--- src/rtl/owmon_pkg.sv ---
package owmon_pkg;

   typedef enum logic [2:0] {
      CLS_NONE     = 3'd0,
      CLS_READ     = 3'd1,
      CLS_SKIP     = 3'd2,
      CLS_MATCH    = 3'd3,
      CLS_SEARCH   = 3'd4,
      CLS_OD_SKIP  = 3'd5,
      CLS_OD_MATCH = 3'd6,
      CLS_UNKNOWN  = 3'd7
   } rom_cls_e;

   typedef enum logic [1:0] {
      LS_IDLE   = 2'd0,
      LS_SAMPLE = 2'd1,
      LS_LOW    = 2'd2,
      LS_PRES   = 2'd3
   } link_st_e;

   function automatic rom_cls_e classify_rom(input logic [7:0] code);
      rom_cls_e c;
      case (code)
         8'h33, 8'h0F: c = CLS_READ;
         8'hCC:        c = CLS_SKIP;
         8'h55:        c = CLS_MATCH;
         8'hF0:        c = CLS_SEARCH;
         8'h3C:        c = CLS_OD_SKIP;
         8'h69:        c = CLS_OD_MATCH;
         default:      c = CLS_UNKNOWN;
      endcase
      return c;
   endfunction

endpackage

--- src/rtl/ow_line_sync.sv ---
module ow_line_sync #(
   parameter int STAGES = 2
) (
   input  logic clk,
   input  logic rst,
   input  logic line_in,
   output logic lvl,
   output logic fall,
   output logic rise
);

   generate
      if (STAGES < 2) begin : g_bad_stages
         $error("ow_line_sync: STAGES must be at least 2");
      end
   endgenerate

   logic [STAGES-1:0] sh;
   logic              last;

   // Idle bus level is high, so the chain resets to ones.
   always_ff @(posedge clk) begin
      if (rst) begin
         sh   <= '1;
         last <= 1'b1;
      end else begin
         sh   <= {sh[STAGES-2:0], line_in};
         last <= sh[STAGES-1];
      end
   end

   assign lvl  = sh[STAGES-1];
   assign fall = last & ~sh[STAGES-1];
   assign rise = ~last & sh[STAGES-1];

endmodule

--- src/rtl/ow_link_fsm.sv ---
module ow_link_fsm
   import owmon_pkg::*;
#(
   parameter int TB_CYC = 30
) (
   input  logic clk,
   input  logic rst,
   input  logic lvl,
   input  logic fall,
   input  logic rise,
   output logic bit_stb,
   output logic bit_val,
   output logic rst_stb,
   output logic pres_stb,
   output logic pres_found
);

   localparam int RST_CYC  = 8 * TB_CYC;
   localparam int PRES_CYC = (5 * TB_CYC) / 2;
   localparam int CW       = $clog2(RST_CYC + 1);

   localparam logic [CW-1:0] SAMP_AT = CW'(TB_CYC - 1);
   localparam logic [CW-1:0] PRES_AT = CW'(PRES_CYC - 1);
   localparam logic [CW-1:0] RST_LIM = CW'(RST_CYC);

   generate
      if (TB_CYC < 4) begin : g_bad_tb
         $error("ow_link_fsm: TB_CYC must be at least 4");
      end
   endgenerate

   link_st_e        st;
   logic [CW-1:0]   cnt;

   always_ff @(posedge clk) begin
      if (rst) begin
         st         <= LS_IDLE;
         cnt        <= '0;
         bit_stb    <= 1'b0;
         bit_val    <= 1'b0;
         rst_stb    <= 1'b0;
         pres_stb   <= 1'b0;
         pres_found <= 1'b0;
      end else begin
         bit_stb  <= 1'b0;
         rst_stb  <= 1'b0;
         pres_stb <= 1'b0;
         // Saturating cycle counter; the limit is the reset threshold.
         if (cnt != RST_LIM) cnt <= cnt + 1'b1;
         case (st)
            LS_IDLE: begin
               if (fall) begin
                  st  <= LS_SAMPLE;
                  cnt <= '0;
               end
            end
            LS_SAMPLE: begin
               if (cnt == SAMP_AT) begin
                  bit_stb <= 1'b1;
                  bit_val <= lvl;
                  st      <= lvl ? LS_IDLE : LS_LOW;
               end
            end
            LS_LOW: begin
               if (rise) begin
                  if (cnt >= RST_LIM) begin
                     rst_stb <= 1'b1;
                     st      <= LS_PRES;
                     cnt     <= '0;
                  end else begin
                     st <= LS_IDLE;
                  end
               end
            end
            LS_PRES: begin
               if (cnt == PRES_AT) begin
                  pres_stb   <= 1'b1;
                  pres_found <= ~lvl;
                  st         <= lvl ? LS_IDLE : LS_LOW;
                  cnt        <= '0;
               end
            end
            default: st <= LS_IDLE;
         endcase
      end
   end

endmodule

--- src/rtl/ow_rom_cmd.sv ---
module ow_rom_cmd
   import owmon_pkg::*;
#(
   parameter bit LSB_FIRST = 1'b1
) (
   input  logic       clk,
   input  logic       rst,
   input  logic       bit_stb,
   input  logic       bit_val,
   input  logic       rst_stb,
   output logic       byte_stb,
   output logic [7:0] byte_val,
   output logic       cmd_stb,
   output logic [2:0] cmd_cls
);

   logic [7:0] sh;
   logic [7:0] sh_nx;
   logic [2:0] nbit;
   logic       armed;

   generate
      if (LSB_FIRST) begin : g_lsb
         assign sh_nx = {bit_val, sh[7:1]};
      end else begin : g_msb
         assign sh_nx = {sh[6:0], bit_val};
      end
   endgenerate

   always_ff @(posedge clk) begin
      if (rst) begin
         sh       <= '0;
         nbit     <= '0;
         armed    <= 1'b0;
         byte_stb <= 1'b0;
         byte_val <= '0;
         cmd_stb  <= 1'b0;
         cmd_cls  <= CLS_NONE;
      end else begin
         byte_stb <= 1'b0;
         cmd_stb  <= 1'b0;
         if (rst_stb) begin
            sh    <= '0;
            nbit  <= '0;
            armed <= 1'b1;
         end else if (bit_stb) begin
            sh   <= sh_nx;
            nbit <= nbit + 1'b1;
            if (nbit == 3'd7) begin
               byte_stb <= 1'b1;
               byte_val <= sh_nx;
               if (armed) begin
                  cmd_stb <= 1'b1;
                  cmd_cls <= classify_rom(sh_nx);
                  armed   <= 1'b0;
               end
            end
         end
      end
   end

endmodule

--- src/rtl/ow_bus_monitor.sv ---
module ow_bus_monitor #(
   parameter int TB_CYC      = 30,
   parameter int SYNC_STAGES = 2,
   parameter bit LSB_FIRST   = 1'b1
) (
   input  logic       clk,
   input  logic       rst,
   input  logic       line_in,
   output logic       bit_stb,
   output logic       bit_val,
   output logic       rst_stb,
   output logic       pres_stb,
   output logic       pres_found,
   output logic       byte_stb,
   output logic [7:0] byte_val,
   output logic       cmd_stb,
   output logic [2:0] cmd_cls
);

   logic s_lvl, s_fall, s_rise;

   ow_line_sync #(.STAGES(SYNC_STAGES)) u_sync (
      .clk    (clk),
      .rst    (rst),
      .line_in(line_in),
      .lvl    (s_lvl),
      .fall   (s_fall),
      .rise   (s_rise)
   );

   ow_link_fsm #(.TB_CYC(TB_CYC)) u_link (
      .clk       (clk),
      .rst       (rst),
      .lvl       (s_lvl),
      .fall      (s_fall),
      .rise      (s_rise),
      .bit_stb   (bit_stb),
      .bit_val   (bit_val),
      .rst_stb   (rst_stb),
      .pres_stb  (pres_stb),
      .pres_found(pres_found)
   );

   ow_rom_cmd #(.LSB_FIRST(LSB_FIRST)) u_cmd (
      .clk     (clk),
      .rst     (rst),
      .bit_stb (bit_stb),
      .bit_val (bit_val),
      .rst_stb (rst_stb),
      .byte_stb(byte_stb),
      .byte_val(byte_val),
      .cmd_stb (cmd_stb),
      .cmd_cls (cmd_cls)
   );

endmodule

--- config.mk ---
export PLATFORM = sky130hd
export DESIGN_NAME = ow_bus_monitor
export DESIGN_NICKNAME = d
export VERILOG_FILES = /design/src/rtl/owmon_pkg.sv /design/src/rtl/ow_line_sync.sv /design/src/rtl/ow_link_fsm.sv /design/src/rtl/ow_rom_cmd.sv /design/src/rtl/ow_bus_monitor.sv
export SDC_FILE = /design/constraint.sdc
export NUM_CORES = 1
export LEC_CHECK = 0
export BUFFER_PORTS_ARGS = -buffer_cell sky130_fd_sc_hd__buf_2
export CAP_MARGIN = 30
export CORE_MARGIN = 4
export CORE_UTILIZATION = 50
export DETAILED_ROUTE_END_ITERATION = 10
export PLACE_DENSITY = 0.66
export SLEW_MARGIN = 10
export SYNTH_ARGS = -nofsm -noshare
export SYNTH_HDL_FRONTEND = slang
export SYNTH_SLANG_ARGS = --single-unit
--- constraint.sdc ---
create_clock -name clk -period 2.4 [get_ports clk]
set_input_delay 0.12 -clock clk [delete_from_list [all_inputs] [get_ports clk]]
set_output_delay 0.12 -clock clk [all_outputs]
set_load 0.03 [all_outputs]
==> PnR_summary.wiki, run 1 <==
{| class="wikitable"
! Metric !! Value
|-
| Worst max-slew margin expressed relative to the limit || 0.593
|-
| Setup repair after global routing missed its margin || no
|-
| Count of mapped cells out of synthesis || just under 200
|-
| Final critical-path share of the clock period || 0.796
|-
| Rows || 21
|-
| Maximum number of buffers from clock root to sink || 2
|-
| Most used cells in the layout excluding fill and tap cells || dfxtp_1 (42), nor2_1 (36), mux2i_1 (20), buf_2 (20)
|-
| Max Cap Viol || 0
|-
| Count of flip-flops with a built-in enable after synthesis || 0
|-
| Maximum clock rate || about 0.52 GHz
|-
| Fraction of registers with async set or reset after synthesis || 0
|-
| Number of diodes || 0
|-
| DRC violation count after routing || 0
|-
| Fraction of the mapped netlist area in adder cells || 0.0401
|-
| Antenna violation net count after detailed routing || 0
|-
| Number of warning messages in the yosys log || 0
|-
| Clock tree from TritonCTS || yes
|-
| Post-synthesis simple-gate area fraction || 0.258
|-
| Worst setup SP type || register
|-
| Number of distinct library cells after synthesis || 39
|-
| Drt pass-1 iters || 4
|-
| H-Tree Depth || 2
|-
| Top_reg_cell synth || dfxtp_1
|-
| Combinational family with the most area after synthesis || simple AND/OR/NAND/NOR gates
|-
| Static leakage || around 0.90 nW
|-
| Setup Crit Path Kind || register to register
|-
| Insertion delay to the later sink of the worst-skew pair || slightly below 0.3 ns
|-
| Routed length per instance || about 13 um
|-
| Clock root cell || clkbuf_8
|-
| Share of the synthesized netlist area taken by xor and xnor gates || 0.0281
|-
| First-pass GRT wire length || 6180 um
|-
| Number of setup violations in the final report || 0
|-
| Wire length reported by the detailed router || between 3000 and 4000 um
|-
| Width of the chip || 69.2 um
|-
| Ratio of total power to cell area || 582 nW/um2
|-
| Ratio of cells with drive above 1 in the final layout || 0.183
|-
| Post-synthesis instance area || 1870 um2
|-
| Worst min path class || primary input to register
|-
| Syn_area_per_cell || roughly 9.5 um2
|-
| Largest net degree at the start of global routing || 23
|-
| Final sum of negative setup slack || 0 ns
|-
| Vias per cell || ~5.3
|-
| Area of the die || approximately 4800 um2
|-
| Skew final || about 0.0019 ns
|-
| Critical Path Fanout Max || 8
|-
| Final weighted congestion of routability-driven global placement || about 0.84
|-
| Register bit total from synthesis || 42
|-
| GRT Residual Overflow || 0
|-
| Crit path arrival time || approximately 2.1 ns
|-
| Clk pin slew, worst setup/hold paths || 0.08 ns
|-
| Count of fill cells added during filler insertion || 316
|-
| Count of buffers inserted at the top-level ports || 20
|-
| Required time worst endpoint || approximately 2.6 ns
|-
| Minimum clock period after layout || around 1.9 ns
|-
| Power consumption || around 1.2 mW
|-
| Worst Setup End Kind || register
|-
| GRT Resource Usage Total || 0.156
|-
| Half-perimeter wire length of the detailed placement result || 2450 um
|-
| 1st-iter DRT viols || 57
|-
| Outcome || complete, no violations
|-
| Vias in the first global route || between 1k and 1.5k
|-
| Routed vias || about 1.4k
|-
| Portion of netlist area occupied by mux cells || 0.107
|-
| TritonCTS Buffers || 5
|-
| Number of buffers inserted by post-CTS setup repair || 0
|-
| Final-report hold violation count || 0
|-
| Initial antenna violation count || 0
|-
| Clock Sink Count || 42
|-
| I/O pin count || 21
|-
| Mapped Nets || a little over 200
|-
| Share of the synthesized area in compound gates (AO/OA/AOI/OAI) || 0.0876
|-
| Vertical die dimension || 69.2 um
|-
| Peak supply drop || 0.000369 V
|-
| Actual transition at the worst max-transition pin || around 0.6 ns
|-
| Final Core Density || 0.610
|-
| Core Region || around 3500 um2
|-
| Most common cell after layout, fill and taps aside || dfxtp_1
|-
| Number of slew-limit violations in the final report || 0
|-
| Final nets || 226
|-
| Post-synthesis to final-layout area growth || 13.0%
|-
| Sequential share of the synthesized area || 0.449
|-
| Starting utilization of the core area || 0.539
|}
[critical path: stages (launching register included)]
cell     delay [ns]
dfxtp_1        0.37
or4_4          0.57
o21ba_4        0.22
o41ai_4        0.52
nor2_1         0.10
[area by class of cell]
| class | count | area [um2] | share of cell area |
|---|---|---|---|
| clock inverters | 2 | 12.5 | 0.00592 |
| well taps | 46 | 57.6 | 0.0272 |
| inverters | 6 | 22.5 | 0.0107 |
| flip-flops and latches | 42 | 841 | 0.398 |
| clock buffers | 6 | 82.6 | 0.0391 |
| multi-input cells | 139 | 973 | 0.460 |
| repair buffers | 23 | 125 | 0.0592 |
[path summary, 6_finish.rpt]
path                                  endpoint     startpoint  slack [ns]  cells past startpoint
worst min register to register    u_sync.sh[1]   u_sync.sh[0]        0.43                      1
worst max-delay path             u_link.cnt[3]  u_link.cnt[2]        0.49                      4
worst max register to register   u_link.cnt[3]  u_link.cnt[2]        0.49                      4
worst min-delay path            u_link.bit_val            rst        0.22                      2
[per-layer routing]
layer,vias to the layer above,part of all wire,GRT usage
li1,723,-,-
met1,649,0.46,0.176
met2,17,0.50,0.279
met3,6,0.028,0.0349
met4,0,0.014,0.0672
met5,-,0,0
[flip-flops by register name, indices dropped and copies added (netlist names), 2 cells and up]
name            count
u_cmd.sh            7
u_link.cnt          8
u_cmd.nbit          3
u_cmd.cmd_cls       3
u_link.st           2
u_cmd.byte_val      8
u_sync.sh           2
[through the flow]
step | instance area, um2 | hold WS (ns) | setup slack [ns] | cells
after floorplan | 1870 | 0.224 | 0.611 | 196
after global placement | 2010 | 0.304 | 0.525 | 255
after detailed placement | 2010 | 0.308 | 0.491 | 255
after CTS | 2110 | 0.212 | 0.477 | 264
after global routing | 2110 | 0.235 | 0.400 | 264
final | 2110 | 0.219 | 0.489 | 264
[power breakdown]
part	internal (mW)	switching (mW)
logic	0.0217	0.0296
clock network	0.231	0.233
registers	0.704	0.0108
total	0.957	0.274
[logic make-up after synthesis]
kind of cell / after synthesis
and+or+nand+nor: 87
DFF: 42
xor gates and xnor gates: 6
AOI/OAI and AO/OA: 20
adders and majority gates: 6
buffers and inverters: 15
muxes: 20
[cells in the mapped netlist (all sizes together) (3+ instances only)]
cell type	instances	area, um2
inv	6	22.5
o21ai	3	15.0
mux2i	20	200
nor3	3	20.0
nor2b	3	18.8
or2	4	25.0
xor2	5	43.8
clkbuf	8	30.0
nand3b	3	22.5
nand2	7	26.3
nor2	36	135
a21oi	5	25.0
nor4bb	10	100
ha	6	75.1
dfxtp	42	841
nand3	10	50.1
[timing repair]
action                    CTS  global route
gates resized for setup     0             0
hold buffers                1             0
hold endpoints to repair    1             0
Note: power is estimated with default switching activity, not from simulation.
==> run 2, diff against run 1 <==
clock period = 1.9 ns   (was 2.4 ns; I/O delays follow)
==> PnR_summary.wiki, run 2 (synthesis results as in run 1) <==
{| class="wikitable"
! Metric !! Value
|-
| Setup repair after global routing missed its margin || no
|-
| Insertion delay to the later sink of the worst-skew pair || 0.29 ns (about the same)
|-
| Drt pass-1 iters || 4 (unchanged)
|-
| Final weighted congestion of routability-driven global placement || 0.845 (+0.86%)
|-
| Required time worst endpoint || 2.09 ns (-0.48 ns)
|-
| Switching component of the power || 354 uW (+29%)
|-
| Cell internal power dissipation || 1.48 mW (+55%)
|-
| Worst min path class || primary input to register
|-
| Area of the die || 4780 um2 (unchanged)
|-
| Maximum number of buffers from clock root to sink || 2 (unchanged)
|-
| Minimum clock period after layout || 1.79 ns (-0.118 ns)
|-
| Vias in the first global route || 1423 (+0.92%)
|-
| Final sum of negative setup slack || 0 ns (unchanged)
|-
| Clock root cell || clkbuf_8
|-
| Clock power share || 0.468 (+0.091)
|-
| Placed Cells || 258 (+1.2%)
|-
| Final Core Density || 0.632 (+0.0220)
|-
| Number of diodes || 0 (unchanged)
|-
| Vias per cell || 5.43 (+2.8%)
|-
| Vertical die dimension || 69.2 um (unchanged)
|-
| Most used cells in the layout excluding fill and tap cells || dfxtp_1 (42), nor2_1 (36), mux2i_1 (20), buf_2 (20)
|-
| Final critical-path share of the clock period || 0.944 (+0.147)
|-
| Final nets || 229 (+1.3%)
|-
| Starting utilization of the core area || 0.539 (unchanged)
|-
| I/O pin count || 21 (unchanged)
|-
| Launch instance of the worst min-delay path || rst
|-
| Half-perimeter wire length of the detailed placement result || 2610 um (+6.4%)
|-
| 1st-iter DRT viols || 168 (+190%)
|-
| Core Region || 3470 um2 (unchanged)
|-
| Routed vias || 1451 (+4.0%)
|-
| Outcome || complete, no violations
|-
| Count of buffers inserted at the top-level ports || 20 (unchanged)
|-
| DRC violation count after routing || 0 (unchanged)
|-
| Setup Crit Path Kind || register to register
|-
| GRT Resource Usage Total || 0.164 (+0.00804)
|-
| Rows || 21 (unchanged)
|-
| Worst setup SP type || register
|-
| Clock Sink Count || 42 (unchanged)
|-
| Final-report hold violation count || 0 (unchanged)
|-
| TritonCTS Buffers || 5 (unchanged)
|-
| Ratio of total power to cell area || 839 nW/um2 (+44%)
|-
| Max Cap Viol || 0 (unchanged)
|-
| Skew final || 0.00464 ns (+0.00271 ns)
|-
| Number of setup violations in the final report || 0 (unchanged)
|-
| Most common cell after layout, fill and taps aside || dfxtp_1
|-
| FF-to-FF Start || u_link.cnt[7]
|-
| Initial antenna violation count || 0 (unchanged)
|-
| Worst Setup End Kind || register
|-
| Clk pin slew, worst setup/hold paths || 0.08 ns (about the same)
|-
| First-pass GRT wire length || 6430 um (+4.0%)
|-
| Worst slack on hold paths || 0.187 ns (-0.0314 ns)
|-
| Static leakage || 0.937 nW (+4.6%)
|-
| Share of power burned in combinational logic || 0.041 (about the same)
|-
| Width of the chip || 69.2 um (unchanged)
|-
| GRT Residual Overflow || 0 (unchanged)
|-
| Actual transition at the worst max-transition pin || 0.402 ns (-0.208 ns)
|-
| Critical Path Fanout Max || 8 (unchanged)
|-
| Antenna violation net count after detailed routing || 0 (unchanged)
|-
| Number of slew-limit violations in the final report || 0 (unchanged)
|-
| Ratio of cells with drive above 1 in the final layout || 0.199 (+0.0156)
|-
| Start point of the critical path || u_link.cnt[7]
|-
| Registers with the most flip-flops || u_cmd.byte_val (8), u_link.cnt (8), u_cmd.sh (7)
|-
| Routed length per instance || 13.8 um (+6.4%)
|-
| Maximum clock rate || 0.558 GHz (+6.6%)
|-
| Worst max-slew margin expressed relative to the limit || 0.730 (+0.137)
|-
| Largest net degree at the start of global routing || 23 (unchanged)
|-
| Post-synthesis to final-layout area growth || 17.1%
|-
| Sequential power share || 0.491 (-0.090)
|-
| Switching part of the total || 0.193 (-0.0297)
|-
| Peak supply drop || 0.000471 V (+28%)
|-
| Crit path arrival time || 1.98 ns (-0.10 ns)
|-
| Non-filler instance count after layout || 267 (+1.1%)
|-
| Clock tree from TritonCTS || yes
|-
| H-Tree Depth || 2 (unchanged)
|-
| Wire length reported by the detailed router || 3690 um (+7.6%)
|}
## run 2: cell type report
type                    instances  area, um2
well taps                      46       57.6
clock buffers                   6       82.6
inverters                       6       22.5
repair buffers                 26        148
clock inverters                 2       60.1
fillers                       327       1280
flip-flops and latches         42        841
multi-input cells             139        980
## run 2: through the flow
stage | power [mW] | cell area (um2) | setup WS (ns)
floorplan | 0.972 | 1870 | 0.111
global placement | 0.992 | 2030 | 0.152
detailed placement | 0.995 | 2030 | 0.120
CTS | 1.85 | 2180 | 0.0968
global route | 1.91 | 2190 | 0.0425
finish | 1.84 | 2190 | 0.107
## run 2: layer usage
layer  wire (um)  vias up  share of wire  track usage
met5           0        -              0            0
met4         115        0          0.031       0.0998
met3          94       10          0.025       0.0392
met2        1840       17           0.50        0.286
met1        1640      685           0.44        0.177
li1            -      739              -            -
## run 2: critical path, stage by stage (launching register included)
cell	delay [ns]
dfxtp_1	0.36
or4_4	0.55
o21ba_4	0.22
o41ai_4	0.30
buf_4	0.20
nor2_1	0.06
## run 2: final timing paths
| path | to | slack [ns] | cells after the start |
|---|---|---|---|
| setup / recovery | u_link.cnt[6] | 0.11 | 5 |
| hold / removal | u_cmd.byte_val[2] | 0.19 | 2 |
| setup reg to reg | u_link.cnt[6] | 0.11 | 5 |
| hold reg to reg | u_sync.sh[1] | 0.42 | 1 |
## run 2: power groups by stage
stage | registers [mW] | clock network [mW] | logic (mW)
floorplan | 0.920 | 0 | 0.0519
global placement | 0.921 | 0 | 0.0708
detailed placement | 0.923 | 0 | 0.0725
CTS | 0.902 | 0.877 | 0.0752
global route | 0.904 | 0.918 | 0.0847
finish | 0.902 | 0.860 | 0.0755
## run 2: timing repair
action / 4_1_cts / 5_1_grt
setup buffers: 0 / 0
hold endpoints to repair: 1 / 0
hold buffers: 1 / 0
resized for setup: 0 / 1
setup endpoints to repair: 0 / 2
==> run 3, diff against run 2 <==
CTS_BUF_LIST = sky130_fd_sc_hd__clkbuf_4 sky130_fd_sc_hd__clkbuf_8   (was unset)
PLACE_DENSITY = 0.7   (was 0.66)
==> PnR_summary.wiki, run 3 (synthesis results as in run 1) <==
{| class="wikitable"
! Metric !! Value
|-
| Outcome || complete, no violations
|-
| Vertical die dimension || 69.2 um (unchanged)
|-
| Routed length per instance || 13.9 um (+0.73%)
|-
| Drt pass-1 iters || 4 (unchanged)
|-
| Setup repair after global routing missed its margin || no
|-
| Rows || 21 (unchanged)
|-
| Worst R2R Path Depth || 5 (unchanged)
|-
| Most common cell after layout, fill and taps aside || dfxtp_1
|-
| Wire length reported by the detailed router || 3740 um (+1.1%)
|-
| Worst path max stage delay || 0.55 ns (about the same)
|-
| Worst min path class || primary input to register
|-
| Worst slack on hold paths || 0.195 ns (+0.00799 ns)
|-
| # resized after CTS || 0 (unchanged)
|-
| GRT Resource Usage Total || 0.171 (+0.00652)
|-
| Maximum number of buffers from clock root to sink || 2 (unchanged)
|-
| Largest net degree at the start of global routing || 23 (unchanged)
|-
| Cells traversed along the worst timing path || or4_4 > o21ba_4 > o41ai_4 > buf_4 > nor2_1
|-
| Number of diodes || 0 (unchanged)
|-
| Routed vias || 1478 (+1.9%)
|-
| Footprint of the flip-flops and latches || 841 um2 (unchanged)
|-
| Worst Setup Slack, final || 0.107 ns (-0.000134 ns)
|-
| Hold Buf Count CTS || 1 (unchanged)
|-
| Minimum clock period after layout || 1.79 ns (+0.000134 ns)
|-
| Width of the chip || 69.2 um (unchanged)
|-
| Maximum clock rate || 0.558 GHz (about the same)
|-
| Count of fill cells added during filler insertion || 299 (-8.6%)
|-
| Crit path max-delay cell type || or4_4
|-
| Ratio of total power to cell area || 732 nW/um2 (-13%)
|-
| Crit path arrival time || 1.98 ns (about the same)
|-
| Worst setup SP type || register
|-
| Summed area of non-filler cells in the final layout || 2140 um2 (-2.1%)
|-
| GRT Residual Overflow || 0 (unchanged)
|-
| Skew final || 0.00427 ns (-0.000370 ns)
|-
| Clock tree from TritonCTS || yes
|-
| Most used cells in the layout excluding fill and tap cells || dfxtp_1 (42), nor2_1 (36), mux2i_1 (20), buf_2 (20)
|-
| H-Tree Depth || 2 (unchanged)
|-
| Max Cap Viol || 0 (unchanged)
|-
| Vias in the first global route || 1393 (-2.1%)
|-
| Initial antenna violation count || 0 (unchanged)
|-
| Final weighted congestion of routability-driven global placement || 0.816 (-3.4%)
|-
| Required time worst endpoint || 2.09 ns (about the same)
|-
| Antenna violation net count after detailed routing || 0 (unchanged)
|-
| Static leakage || 0.920 nW (-1.8%)
|-
| Post-synthesis to final-layout area growth || 14.6%
|-
| Clk pin slew, worst setup/hold paths || 0.07 ns (about the same)
|-
| Setup Crit Path Kind || register to register
|-
| Half-perimeter wire length of the detailed placement result || 2720 um (+4.5%)
|-
| Vias per cell || 5.51 (+1.5%)
|-
| Registers with the most flip-flops || u_cmd.byte_val (8), u_link.cnt (8), u_cmd.sh (7)
|-
| Place WS || 0.115 ns (-0.00483 ns)
|-
| Insertion delay to the later sink of the worst-skew pair || 0.29 ns (about the same)
|-
| Clock root cell || clkbuf_8
|-
| Starting utilization of the core area || 0.539 (unchanged)
|-
| Placed cell area || 2040 um2 (+0.37%)
|-
| Number of slew-limit violations in the final report || 0 (unchanged)
|-
| First-pass GRT wire length || 6500 um (+1.1%)
|-
| Final Core Density || 0.618 (-0.0133)
|-
| Final sum of negative setup slack || 0 ns (unchanged)
|-
| Number of buffers inserted by post-CTS setup repair || 0 (unchanged)
|-
| Critical Path Fanout Max || 8 (unchanged)
|-
| 1st-iter DRT viols || 97 (-42%)
|-
| Area of the die || 4780 um2 (unchanged)
|-
| Worst max-slew margin expressed relative to the limit || 0.735 (+0.00494)
|-
| Clock Sink Count || 42 (unchanged)
|-
| TritonCTS Buffers || 5 (unchanged)
|-
| Combined area of the multi-input logic cells || 973 um2 (-0.64%)
|-
| Actual transition at the worst max-transition pin || 0.393 ns (-0.00913 ns)
|-
| Number of setup violations in the final report || 0 (unchanged)
|-
| Core Region || 3470 um2 (unchanged)
|-
| Final critical-path share of the clock period || 0.944 (about the same)
|-
| Count of buffers inserted at the top-level ports || 20 (unchanged)
|-
| Ratio of cells with drive above 1 in the final layout || 0.198 (-0.000897)
|-
| Worst Setup End Kind || register
|-
| Peak supply drop || 0.000666 V (+41%)
|-
| DRC violation count after routing || 0 (unchanged)
|-
| Cell depth of the worst hold path || 2 (unchanged)
|-
| Final nets || 230 (+0.44%)
|-
| Final-report hold violation count || 0 (unchanged)
|-
| I/O pin count || 21 (unchanged)
|}
[run 3: cell count changes in the layout (fill, tap and decap cells not counted), sizes merged]
cell    change
buf         +1
clkinv      +1
bufinv      -2
clkbuf      +1
[run 3: metrics by stage]
step | std cells | total power, mW
after detailed placement | 259 | 0.996
after floorplan | 196 | 0.972
after global placement | 259 | 0.991
after global routing | 268 | 1.65
after CTS | 268 | 1.59
final | 268 | 1.57
[run 3: layout make-up]
cell class | count | area share
Tap cell | 46 | 0.0268
Timing Repair Buffer | 27 | 0.0723
Multi-Input combinational cell | 139 | 0.454
Inverter | 6 | 0.0105
Sequential cell | 42 | 0.392
Clock buffer | 7 | 0.0420
Clock inverter | 1 | 0.00233
[run 3: routing by layer]
metal	global-route usage	vias up	wire, um
li1	-	739	-
met1	0.219	703	1820
met2	0.254	29	1660
met3	0.0625	7	172
met4	0.0759	0	85
met5	0	-	0
[run 3: critical path: cells and delay by family, from the launching register on]
family                 cells  cell delay, ns
and+or+nand+nor            2            0.61
DFF                        1            0.36
buffers and inverters      1            0.20
AOI/OAI and AO/OA          2            0.52
[run 3: power breakdown]
part	internal [mW]	switching [mW]
sequential	0.890	0.0133
combinational	0.0334	0.0410
clock	0.307	0.286
total	1.23	0.340
[run 3: worst paths after layout]
check,startpoint,slack (ns),end
hold / removal,rst,0.20,u_cmd.byte_val[0]
setup / recovery,u_link.cnt[7],0.11,u_link.cnt[6]
hold reg to reg,u_sync.sh[0],0.43,u_sync.sh[1]
setup reg to reg,u_link.cnt[7],0.11,u_link.cnt[6]
